## src/rtl/pbd_pkg.sv

```systemverilog
package pbd_pkg;
  localparam int CMD_ADDR   = 0;
  localparam int DLY_ADDR   = 1;
  localparam int BIT_STOP   = 5;
  localparam int BIT_RESTRT = 6;
  localparam int BIT_FORCE  = 7;
  localparam int BIT_RSVD   = 4;

  // Width of the prescaler counter for a given period
  function automatic int pre_width(input int ticks);
    return (ticks > 1) ? $clog2(ticks) : 1;
  endfunction

  // True when the count has reached its final millisecond
  function automatic logic is_last(input logic [31:0] cnt);
    return (cnt <= 32'd1);
  endfunction
endpackage

```

## src/rtl/pbd_edge.sv

```systemverilog
module pbd_edge (
  input  logic clk,
  input  logic rst_n,
  input  logic btn_i,
  output logic press_o
);
  logic btn_q;

  always_ff @(posedge clk or negedge rst_n) begin
    if (!rst_n) btn_q <= 1'b0;
    else        btn_q <= btn_i;
  end

  assign press_o = btn_i & ~btn_q;

  AST_PRESS_SINGLE: assert property (@(posedge clk) disable iff (!rst_n)
    press_o |=> !press_o);
endmodule

```

## src/rtl/pbd_prescaler.sv

```systemverilog
module pbd_prescaler #(
  parameter int TICKS_PER_MS = 50000
) (
  input  logic clk,
  input  logic rst_n,
  input  logic en_i,
  input  logic clr_i,
  output logic tick_o
);
  import pbd_pkg::*;
  localparam int PW = pre_width(TICKS_PER_MS);
  localparam logic [PW-1:0] LAST = PW'(TICKS_PER_MS - 1);

  logic [PW-1:0] pre_q;

  generate
    if (TICKS_PER_MS > 1) begin : g_div
      always_ff @(posedge clk or negedge rst_n) begin
        if (!rst_n)                pre_q <= '0;
        else if (clr_i || !en_i)   pre_q <= '0;
        else if (pre_q == LAST)    pre_q <= '0;
        else                       pre_q <= pre_q + 1'b1;
      end
      assign tick_o = en_i && (pre_q == LAST);

      AST_TICK_SPACED: assert property (@(posedge clk) disable iff (!rst_n)
        tick_o |=> !tick_o);
    end else begin : g_pass
      always_ff @(posedge clk or negedge rst_n) begin
        if (!rst_n) pre_q <= '0;
        else        pre_q <= '0;
      end
      assign tick_o = en_i;
    end
  endgenerate
endmodule

```

## src/rtl/pbd_countdown.sv

```systemverilog
module pbd_countdown #(
  parameter int DLY_W = 16
) (
  input  logic             clk,
  input  logic             rst_n,
  input  logic             press_i,
  input  logic             stop_i,
  input  logic             restart_i,
  input  logic             force_i,
  input  logic             tick_i,
  input  logic [DLY_W-1:0] delay_i,
  output logic             load_o,
  output logic             expire_o,
  output logic             running_o,
  output logic             pdn_o
);
  import pbd_pkg::*;

  logic [DLY_W-1:0] cnt_q;
  logic             run_q;
  logic             pdn_q;
  logic             rearm;
  logic             start;

  assign expire_o = run_q && tick_i && is_last(32'(cnt_q));
  assign rearm    = !stop_i && restart_i && run_q;
  assign start    = !stop_i && press_i && !run_q;
  assign load_o   = rearm || start;

  always_ff @(posedge clk or negedge rst_n) begin
    if (!rst_n) begin
      cnt_q <= '0;
      run_q <= 1'b0;
      pdn_q <= 1'b0;
    end else begin
      pdn_q <= 1'b0;
      if (stop_i)              run_q <= 1'b0;
      else if (rearm)          cnt_q <= delay_i;
      else if (expire_o) begin run_q <= 1'b0; pdn_q <= 1'b1; end
      else if (start)    begin run_q <= 1'b1; cnt_q <= delay_i; end
      else if (tick_i && run_q) cnt_q <= cnt_q - 1'b1;
      if (force_i) begin
        pdn_q <= 1'b1;
        run_q <= 1'b0;
      end
    end
  end

  assign running_o = run_q;
  assign pdn_o     = pdn_q;

  AST_EXPIRE_PULSE: assert property (@(posedge clk) disable iff (!rst_n)
    (expire_o && !stop_i && !restart_i) |=> (pdn_o && !running_o));
  AST_PRESS_IGNORED: assert property (@(posedge clk) disable iff (!rst_n)
    (run_q && press_i && !stop_i && !restart_i && !force_i && !tick_i)
      |=> (running_o && $stable(cnt_q)));
  AST_STOP_SILENT: assert property (@(posedge clk) disable iff (!rst_n)
    (stop_i && !force_i) |=> (!running_o && !pdn_o));
  AST_RESTART_RELOAD: assert property (@(posedge clk) disable iff (!rst_n)
    (restart_i && run_q && !stop_i && !force_i)
      |=> (running_o && !pdn_o && cnt_q == $past(delay_i)));
  AST_FORCE_PULSE: assert property (@(posedge clk) disable iff (!rst_n)
    force_i |=> (pdn_o && !running_o));
endmodule

```

## src/rtl/pbd_regs.sv

```systemverilog
module pbd_regs #(
  parameter int ADDR_W    = 2,
  parameter int DATA_W    = 16,
  parameter int DLY_W     = 16,
  parameter int DLY_RESET = 500
) (
  input  logic              clk,
  input  logic              rst_n,
  input  logic              wr_en,
  input  logic [ADDR_W-1:0] addr,
  input  logic [DATA_W-1:0] wdata,
  input  logic              running_i,
  output logic [DATA_W-1:0] rdata,
  output logic              stop_o,
  output logic              restart_o,
  output logic              force_o,
  output logic [DLY_W-1:0]  delay_o
);
  import pbd_pkg::*;

  logic            cmd_wr;
  logic            dly_wr;
  logic [DLY_W-1:0] dly_q;

  assign cmd_wr    = wr_en && (addr == ADDR_W'(CMD_ADDR));
  assign dly_wr    = wr_en && (addr == ADDR_W'(DLY_ADDR));
  assign stop_o    = cmd_wr && wdata[BIT_STOP];
  assign restart_o = cmd_wr && wdata[BIT_RESTRT] && !wdata[BIT_STOP];
  assign force_o   = cmd_wr && wdata[BIT_FORCE];

  always_ff @(posedge clk or negedge rst_n) begin
    if (!rst_n)      dly_q <= DLY_W'(DLY_RESET);
    else if (dly_wr) dly_q <= wdata[DLY_W-1:0];
  end
  assign delay_o = dly_q;

  always_comb begin
    rdata = '0;
    if (addr == ADDR_W'(CMD_ADDR))      rdata[BIT_STOP] = !running_i;
    else if (addr == ADDR_W'(DLY_ADDR)) rdata = DATA_W'(dly_q);
  end

  AST_CMD_RESERVED: assert property (@(posedge clk) disable iff (!rst_n)
    (addr == ADDR_W'(CMD_ADDR)) |-> (rdata[BIT_RSVD] == 1'b0 && rdata[BIT_FORCE] == 1'b0));
  AST_DLY_WRITE: assert property (@(posedge clk) disable iff (!rst_n)
    dly_wr |=> (delay_o == $past(wdata[DLY_W-1:0])));
endmodule

```

## src/rtl/pwrbtn_delay.sv

```systemverilog
module pwrbtn_delay #(
  parameter int TICKS_PER_MS = 50000,
  parameter int ADDR_W       = 2,
  parameter int DATA_W       = 16,
  parameter int DLY_W        = 16,
  parameter int DLY_RESET    = 500
) (
  input  logic              clk,
  input  logic              rst_n,
  input  logic              btn_i,
  input  logic              wr_en,
  input  logic [ADDR_W-1:0] addr,
  input  logic [DATA_W-1:0] wdata,
  output logic [DATA_W-1:0] rdata,
  output logic              running_o,
  output logic              pwr_down_o
);
  logic             press;
  logic             stop_cmd;
  logic             restart_cmd;
  logic             force_cmd;
  logic             tick;
  logic             load;
  logic             expire;
  logic [DLY_W-1:0] delay;

  pbd_edge u_edge (
    .clk(clk), .rst_n(rst_n), .btn_i(btn_i), .press_o(press)
  );

  pbd_regs #(
    .ADDR_W(ADDR_W), .DATA_W(DATA_W), .DLY_W(DLY_W), .DLY_RESET(DLY_RESET)
  ) u_regs (
    .clk(clk), .rst_n(rst_n), .wr_en(wr_en), .addr(addr), .wdata(wdata),
    .running_i(running_o), .rdata(rdata), .stop_o(stop_cmd),
    .restart_o(restart_cmd), .force_o(force_cmd), .delay_o(delay)
  );

  pbd_prescaler #(.TICKS_PER_MS(TICKS_PER_MS)) u_pre (
    .clk(clk), .rst_n(rst_n), .en_i(running_o), .clr_i(load), .tick_o(tick)
  );

  pbd_countdown #(.DLY_W(DLY_W)) u_cnt (
    .clk(clk), .rst_n(rst_n), .press_i(press), .stop_i(stop_cmd),
    .restart_i(restart_cmd), .force_i(force_cmd), .tick_i(tick),
    .delay_i(delay), .load_o(load), .expire_o(expire),
    .running_o(running_o), .pdn_o(pwr_down_o)
  );

  AST_IDLE_NO_PULSE: assert property (@(posedge clk) disable iff (!rst_n)
    (!running_o && !force_cmd) |=> !pwr_down_o);
  AST_TICK_WHEN_RUN: assert property (@(posedge clk) disable iff (!rst_n)
    tick |-> running_o);
endmodule

```

## config.mk

```make
export PLATFORM = sky130hd
export DESIGN_NAME = pwrbtn_delay
export DESIGN_NICKNAME = d
export VERILOG_FILES = /design/src/rtl/pbd_pkg.sv /design/src/rtl/pbd_edge.sv /design/src/rtl/pbd_prescaler.sv /design/src/rtl/pbd_countdown.sv /design/src/rtl/pbd_regs.sv /design/src/rtl/pwrbtn_delay.sv
export SDC_FILE = /design/constraint.sdc
export NUM_CORES = 1
export LEC_CHECK = 0
export BUFFER_PORTS_ARGS = -buffer_cell sky130_fd_sc_hd__buf_2
export CORE_MARGIN = 8
export CORE_UTILIZATION = 47
export DETAILED_ROUTE_END_ITERATION = 10
export PLACE_DENSITY = 0.8
export SYNTH_ARGS = -nofsm -noshare
export SYNTH_HDL_FRONTEND = slang
export SYNTH_SLANG_ARGS = --single-unit
```

## constraint.sdc

```tcl
create_clock -name clk -period 3.8 [get_ports clk]
set_clock_uncertainty 0.2 [all_clocks]
set_input_delay 0 -clock clk [delete_from_list [all_inputs] [get_ports clk]]
set_output_delay 0 -clock clk [all_outputs]
set_load 0.005 [all_outputs]
```

# ---- Word level (Yosys, flattened, before mapping)
# Cells that the tools add are included.
dict set report word_totals {
  latchBits 0
  mem_count 0
  inputBits 22
  register_bits 51
  ram_bits 0
  elab_cells 58
  output_inout_bits 18
  mem_bits_ro 0
}
dict set report classes {
  n_reduce_logical 23
  n_bitwise 3
  multipliers 0
  eq_ne 4
  n_shift 0
  mux 19
  addsub 2
  order_cmp 1
  div 0
}
# op n
set ops {}
lappend ops {{two-way mux 16 bit} 7}
lappend ops {{adder 16 x 1 -> 16 bit, second input constant} 1}
lappend ops {{== test 16 bit, second input constant} 1}
lappend ops {{<= comparator 16 x 1 -> 1 bit, second input constant} 1}
lappend ops {{subtractor 16 x 1 -> 16 bit, second input constant} 1}
lappend ops {{logical AND 1 bit} 13}
lappend ops {{two-way mux 1 bit} 10}
lappend ops {{two-way mux 10 bit} 1}
lappend ops {{two-way mux 5 bit} 1}
lappend ops {{nonzero test 4 bit} 1}
lappend ops {{logical NOT 1 bit} 3}
lappend ops {{!= test 3 x 2 -> 1 bit, second input constant} 1}
lappend ops {{AND reduction 3 bit} 1}
lappend ops {{nonzero test 3 bit} 1}
lappend ops {{== test 2 x 1 -> 1 bit, second input constant} 1}
lappend ops {{logical NOT 2 bit} 1}
lappend ops {{logical OR 1 bit} 2}
lappend ops {{!= test 2 x 1 -> 1 bit, second input constant} 1}
lappend ops {{NOT 1 bit} 2}
lappend ops {{AND reduction 2 bit} 1}
lappend ops {{AND 1 bit} 1}

# ---- Depth between registers and ports, before layout
# Gate-level depths: netlist of the first run.
dict set report depth {
  depth_word 11
  ltp_mapped 8
}

# ---- By module
# Synthesis of the first run repeated with hierarchy kept, for this count alone.
dict set report unflattened {
  hier_cells 290
  area_unflattened_um2 3052.9
}
# module instances seq_area_each_um2 area_each_um2 cells_each
set by_module_without_submodules {}
lappend by_module_without_submodules {pbd_countdown 1 450.4 1280.0 147}
lappend by_module_without_submodules {pbd_prescaler 1 400.4 928.4 83}
lappend by_module_without_submodules {pbd_regs 1 407.9 805.8 58}
lappend by_module_without_submodules {pbd_edge 1 25.0 38.8 2}

# ---- Worst setup path before layout of the first run
# OpenSTA, ideal clock, no wires.
dict set report synth_path {
  path_type {register to register}
  startpoint {register u_pre.pre_q[13]}
  endpoint {register u_cnt.cnt_q[1]}
  path_slack_ps 1241
  n_path_buf 1
  path_stages_with_launch 7
  arrival_time_ps 2234
  cell_sequence {dfrtp_1 -> or4b_4 -> or4_4 -> a21oi_4 -> and2_1 -> buf_6 -> mux2_4}
}
dict set report synth_between {
  elab_chain_len 6
  elab_cells_between_ends 7
  cone_classes {2 x eq/ne; 5 x reduce/logical}
}
# element line
set synth_lines {}
lappend synth_lines {{from (decl)} pbd_prescaler.sv:14} ;# logic [PW-1:0] pre_q;
lappend synth_lines {{from (signal assigned)} pbd_prescaler.sv:22} ;# else pre_q <= pre_q + 1'b1;
lappend synth_lines {{== test 16 bit *} pbd_prescaler.sv:24} ;# assign tick_o = en_i && (pre_q == LAST);
lappend synth_lines {{logical AND 1 bit *} pbd_prescaler.sv:24}
lappend synth_lines {{logical AND 1 bit *} {pbd_countdown.sv:25, pbd_countdown.sv:41}}
lappend synth_lines {{logical AND 1 bit} pbd_countdown.sv:25} ;# assign expire_o = run_q && tick_i && is_last(32'(cnt_q));
lappend synth_lines {{!= test 2 x 1 -> 1 bit (no line)} n/a}
lappend synth_lines {{AND reduction 3 bit (no line) *} n/a}
lappend synth_lines {{to (signal assigned)} pbd_countdown.sv:38} ;# else if (rearm) cnt_q <= delay_i;
lappend synth_lines {{to (signal assigned)} pbd_countdown.sv:41} ;# else if (tick_i && run_q) cnt_q <= cnt_q - 1'b1;
lappend synth_lines {{to (decl)} pbd_countdown.sv:19} ;# logic [DLY_W-1:0] cnt_q;
# Mark *: on every way between the ends. The rest lies on a longest branch, timed or not.
# A chain may end at the register's enable or synchronous reset.

# ---- Worst setup path in the final report of the first run
dict set report layout_path {
  startpoint {register u_pre.pre_q[7]}
  endpoint {register u_cnt.cnt_q[1]}
}
# Same word-level chain as after synthesis.

==> metrics.md, run 1 <==
| Metric | Value |
|---|---|
| Clock root buffer master | `clkbuf_8` |
| Postcts setup bufs | `0` |
| First-pass GRT wire length | `10400 µm` |
| Iteration count of the initial detailed-routing pass | `4` |
| Critical path required time | `3.80 ns` |
| Die Height | `92.7 µm` |
| Setup violators final | `0` |
| Gr usage total | `14.6%` |
| Placed cell count | `380` |
| Number of global-route vias before repair | `2217` |
| Post-synth top area cell | `dfrtp_1` |
| Maxcap violations | `0` |
| Worst Setup SP | `u_pre.pre_q[7]` |
| CP Launch Type | `flip-flop` |
| Sw frac | `30.7%` |
| Worst EP arrival | `2.91 ns` |
| Mapped cell area | `2770 µm²` |
| DP HPWL | `4250 µm` |
| Hold path depth | `4` |
| Share of cells above drive strength 1 | `25.2%` |
| Ant diodes | `0` |
| FF+latch count, synth | `51` |
| Design area | `3320 µm²` |
| Synth warnings | `0` |
| Critical Path Max Stage Delay | `0.54 ns` |
| Crit-path cells | `or4b_4 -> or4_4 -> a21oi_4 -> and2_1 -> mux2_4` |
| Finished Layout Cells | `408` |
| P_leak | `1.46 nW` |
| Share of the synthesized area in the top cell type | `40.7%` |
| PD cells | `460 nW/µm²` |
| Crit end category | `flip-flop` |
| Final core utilization | `57.1%` |
| Clock latency on the worst-skew pair | `0.30 ns` |
| Register area share after synthesis | `46.4%` |
| Crit-path max FO | `16` |
| Total die area | `8590 µm²` |
| RSZ-0062 raised after global routing | `false` |
| FP Rows | `28` |
| Fin nets | `357` |
| List of most frequent post-synthesis cells | `45 x dfrtp_1, 30 x nor2_1, 17 x and2_1, 16 x mux2_2` |
| Core box area | `5820 µm²` |
| Routability Congestion | `0.914` |
| Cells after Synth | `280` |
| R2r worst-path depth | `5` |
| Max VDD drop | `222 µV` |
| H-tree depth | `2` |
| Status | `completed` |
| Async SR Flop Fraction | `100%` |
| Wire per inst | `15.1 µm` |
| Rel. slew slack | `38.3%` |
| Top Ports | `40` |
| Int Power | `0.00106 W` |
| Routed Antenna Nets | `0` |
| Hold Crit Start | `addr[0]` |
| Worst-margin pin slew | `0.925 ns` |
| Num CTS Buffers | `5` |
| Reg clk slew, reported paths | `0.09 ns` |
| Synthesized area per cell | `9.88 µm²` |
| Top-count cell post-synth | `dfrtp_1` |
| Yosys cell types | `50` |
| # DRC | `0` |
| Final Slew Violations | `0` |
| EDFF count, synth | `0` |
| Post-Synth Adder-Cell Area | `1.36%` |
| P_sw | `0.000469 W` |
| Hold Vio Cnt, Final | `0` |
| # clock sinks | `51` |
| WS Path Type | `flip-flop to flip-flop` |
| Setup TNS | `0 ns` |
| Placed cell areas | `3000 µm²` |
| Final period utilization | `76.6%` |
| Initial antenna violation count | `0` |
| Clk buf depth | `2` |
| Syn nets | `305` |
| Worst R2R Start | `u_pre.pre_q[7]` |
| Simple-Gate Fraction of Synth Area | `23.1%` |
| Final WL | `6180 µm` |
| Clock power frac | `25.4%` |
| Synth Area in XOR/XNOR | `4.43%` |
| Fmax | `343 MHz` |
| Area grow syn2layout | `20.0%` |
| Final worst path period need | `2.91 ns` |
| Die Wd | `92.7 µm` |
| Comb pwr share | `22.7%` |
| Ranking of synthesized cells by area | `dfrtp_1 41%, mux2_2 6.5%, dfstp_2 5.7%` |
| Primary FF master, synth | `dfrtp_1` |
| Largest family of logic cells by synthesized area | `simple AND/OR/NAND/NOR gates` |
| Vias/cell | `5.51` |
| Post-synthesis compound-gate area fraction | `13.9%` |
| Starting Density | `47.5%` |
| CP max stage cell | `or4b_4` |
| Worst hold path type | `primary input to flip-flop` |
| CTS tree | `built` |
| Port-buffer cells | `39` |
| Starting DRT DRC Count | `141` |
| Register share of total power | `51.9%` |
| Total number of vias | `2250` |
| Total global routing overflow | `0` |
| Filler instances | `530` |
| Multiplexer area fraction after synthesis | `7.06%` |
| Pin count of the biggest net entering global routing | `52` |
final cells by class:
cell class	count	area, µm²	area share (%)
multi-input cells	205	1380	41.6
flip-flops and latches	51	1280	38.7
repair buffers	62	418	12.6
well taps	75	93.8	2.83
clock buffers	6	82.6	2.49
clock inverters	2	35.0	1.06
inverters	7	26.3	0.792
timing repair:
item	in CTS	in global routing
endpoints found under the setup margin	0	0
resized for setup	0	0
hold endpoints to repair	67	0
hold buffers	20	0
critical path, delay by kind of cell (launching register included):
| family | cells | cell delay, ns |
|---|---|---|
| AND/OR/NAND/NOR | 3 | 1.44 |
| flip-flops | 1 | 0.45 |
| AO/OA/AOI/OAI | 1 | 0.39 |
| multiplexers | 1 | 0.33 |
logic make-up after synthesis:
group                    Yosys count
adder cells (fa/ha/maj)            3
AND/OR/NAND/NOR                  115
XOR/XNOR                          14
flip-flops                        51
multiplexers                      17
buffers and inverters             24
AO/OA/AOI/OAI                     56
cell usage in the layout, fill, tap and decap left out, drive strengths merged, types with 5 or more instances in the layout:
cell and count:
a21oi 12, and2 17, buf 42, clkbuf 6, dfrtp 45, dfstp 6, dlygate4sd3 20, inv 7
mux2 17, nand2 14, nand3 13, nand4 5, nor2 30, nor3 11, o21ai 13, o2bb2ai 8
xnor2 7, xor2 7
state kept, by name (all words and copies together) (netlist names):
signal,cells
u_regs.delay_o,16
u_edge.btn_q,1
u_cnt.cnt_q,16
u_cnt.pdn_o,1
u_pre.pre_q,16
u_cnt.running_o,1
worst paths after layout:
path	end	slack [ns]
worst max-delay path	u_cnt.cnt_q[1]	0.89
worst min register to register	u_pre.pre_q[0]	0.29
max in group asynchronous	u_pre.pre_q[1]	2.82
min in group asynchronous	u_regs.delay_o[3]	0.13
worst min-delay path	u_pre.pre_q[2]	0.09
worst max register to register	u_cnt.cnt_q[1]	0.89
through the flow:
| stage | setup WS, ns | power, W | hold WS (ns) |
|---|---|---|---|
| global placement | 0.947 | 0.00112 | -0.0588 |
| finish | 0.887 | 0.00153 | 0.0931 |
| detailed placement | 0.915 | 0.00113 | -0.0556 |
| floorplan | 1.24 | 0.00102 | -0.496 |
| CTS | 0.907 | 0.00153 | 0.0768 |
| global route | 0.808 | 0.00161 | 0.115 |
routing by layer:
| layer | vias up | part of all wire (%) | track usage [%] |
|---|---|---|---|
| met5 | - | 0 | 0 |
| met4 | 0 | 2.2 | 5.64 |
| met3 | 12 | 4.2 | 3.24 |
| met2 | 53 | 50 | 25.1 |
| met1 | 1078 | 44 | 17.3 |
| li1 | 1107 | - | - |
power by group through the flow:
stage | logic, W | registers [W] | clock network, W
after floorplan | 0.000264 | 0.000753 | 0
after global placement | 0.000322 | 0.000793 | 0
after detailed placement | 0.000331 | 0.000798 | 0
after CTS | 0.000349 | 0.000789 | 0.000397
after global routing | 0.000387 | 0.000807 | 0.000421
final | 0.000346 | 0.000792 | 0.000388
(Power assumes the default switching activity.)
==> inputs of run 2 (changes only) <==
clock period = 2.7 ns   (was 3.8 ns; I/O delays follow)
==> metrics.md, run 2 (synthesis gave the netlist of run 1 again) <==
| Metric | Value |
|---|---|
| Status | `completed` |
| Worst reg-to-reg setup slack | `0.13 ns` |
| Iteration count of the initial detailed-routing pass | `4` |
| Crit end category | `flip-flop` |
| Total power draw | `0.00205 W` |
| Initial antenna violation count | `0` |
| DP HPWL | `4600 µm` |
| Wire per inst | `16.1 µm` |
| PD cells | `610 nW/µm²` |
| Area of the multi-input gates | `1380 µm²` |
| Placed cell areas | `3070 µm²` |
| P_leak | `1.48 nW` |
| Reg clk slew, reported paths | `0.09 ns` |
| Top Ports | `40` |
| Setup violators final | `0` |
| Worst hold path type | `primary input to async pin` |
| Total die area | `8590 µm²` |
| R2r worst-path depth | `5` |
| CP Launch Type | `flip-flop` |
| CTS tree | `built` |
| Critical path required time | `2.69 ns` |
| Final core utilization | `57.7%` |
| Commonest non-fill, non-tap cell in the layout | `dfrtp_1` |
| Share of cells above drive strength 1 | `25.8%` |
| Total global routing overflow | `0` |
| R2R Path End | `u_cnt.cnt_q[1]` |
| Num CTS Buffers | `5` |
| Worst EP arrival | `2.56 ns` |
| # DRC | `0` |
| Clock root buffer master | `clkbuf_8` |
| Area grow syn2layout | `21.4%` |
| Clock latency on the worst-skew pair | `0.30 ns` |
| Final worst path period need | `2.57 ns` |
| Pin count of the biggest net entering global routing | `33` |
| Ant diodes | `0` |
| Total number of vias | `2299` |
| WS Path Type | `flip-flop to flip-flop` |
| # clock sinks | `51` |
| Worst R2R Start | `u_pre.pre_q[13]` |
| Clk buf depth | `2` |
| Routability Congestion | `0.940` |
| Vias/cell | `5.53` |
| Crit-path max FO | `6` |
| First-pass GRT wire length | `11300 µm` |
| FP Rows | `28` |
| Maxcap violations | `0` |
| Final WL | `6680 µm` |
| Hold Vio Cnt, Final | `0` |
| Design area | `3360 µm²` |
| Number of global-route vias before repair | `2430` |
| Fmax | `389 MHz` |
| Rel. slew slack | `48.6%` |
| Register cell area after layout | `1280 µm²` |
| Max VDD drop | `278 µV` |
| Starting Density | `47.5%` |
| Gr usage total | `16.2%` |
| Final period utilization | `95.2%` |
| Final Slew Violations | `0` |
| Setup TNS | `0 ns` |
| Hold slack | `0.0368 ns` |
| Fin nets | `365` |
| H-tree depth | `2` |
| Core box area | `5820 µm²` |
| Die Wd | `92.7 µm` |
| Worst-margin pin slew | `0.769 ns` |
| Die Height | `92.7 µm` |
| Filler instances | `502` |
| Starting DRT DRC Count | `113` |
| Commonest non-fill, non-tap cells in the layout | `45 x dfrtp_1, 39 x buf_2, 30 x nor2_1, 21 x dlygate4sd3_1, 17 x and2_1` |
| RSZ-0062 raised after global routing | `false` |
| Port-buffer cells | `39` |
| Routed Antenna Nets | `0` |
==> run 2: how the worst max path moves through the flow <==
stage               cells past startpoint  slack, ns              end             from
finish                                  5       0.13   u_cnt.cnt_q[1]  u_pre.pre_q[13]
global route                            6       0.04  u_cnt.cnt_q[15]   u_pre.pre_q[7]
CTS                                     5       0.14   u_cnt.cnt_q[1]  u_pre.pre_q[13]
detailed placement                      5       0.15   u_cnt.cnt_q[1]  u_pre.pre_q[13]
global placement                        5       0.20   u_cnt.cnt_q[1]   u_pre.pre_q[7]
floorplan                               6       0.14   u_cnt.cnt_q[1]  u_pre.pre_q[13]
==> run 2: worst max-delay path: stages, from the launching register on <==
cell and delay, ns:
dfrtp_1 0.42, or4b_4 0.56, or4_4 0.56, a21oi_4 0.23, and2_1 0.20, mux2_4 0.30
==> run 2: layout make-up <==
class	instances	area share [%]
multi-input combinational	205	41.1
timing repair buffer	70	14.7
tap	75	2.80
sequential	51	38.2
clock buffer	8	2.39
inverter	7	0.783
==> run 2: repair_timing <==
item | CTS | global route
setup buffers | 0 | 0
hold buffers | 21 | 0
resized for setup | 0 | 0
endpoints found under the hold margin | 66 | 0
==> run 2: report_power, final <==
group          leakage, nW  internal [W]  total [W]  switching, W
Sequential           0.630      0.000938    0.00112      0.000182
Combinational        0.810      0.000258   0.000501      0.000243
Clock               0.0395      0.000185   0.000427      0.000243
==> run 2: layer usage <==
metal	up-vias	global-route usage [%]	wire length, µm
li1	1123	-	-
met1	1102	18.5	2770
met2	61	28.5	3460
met3	13	3.56	313
met4	0	6.98	143
met5	-	0	0
==> run 2: metrics by stage <==
step	worst slack [ns]	std cells
floorplan	0.141	280
detailed placement	0.150	387
finish	0.130	416
global route	0.0361	416
global placement	0.199	387
CTS	0.136	416
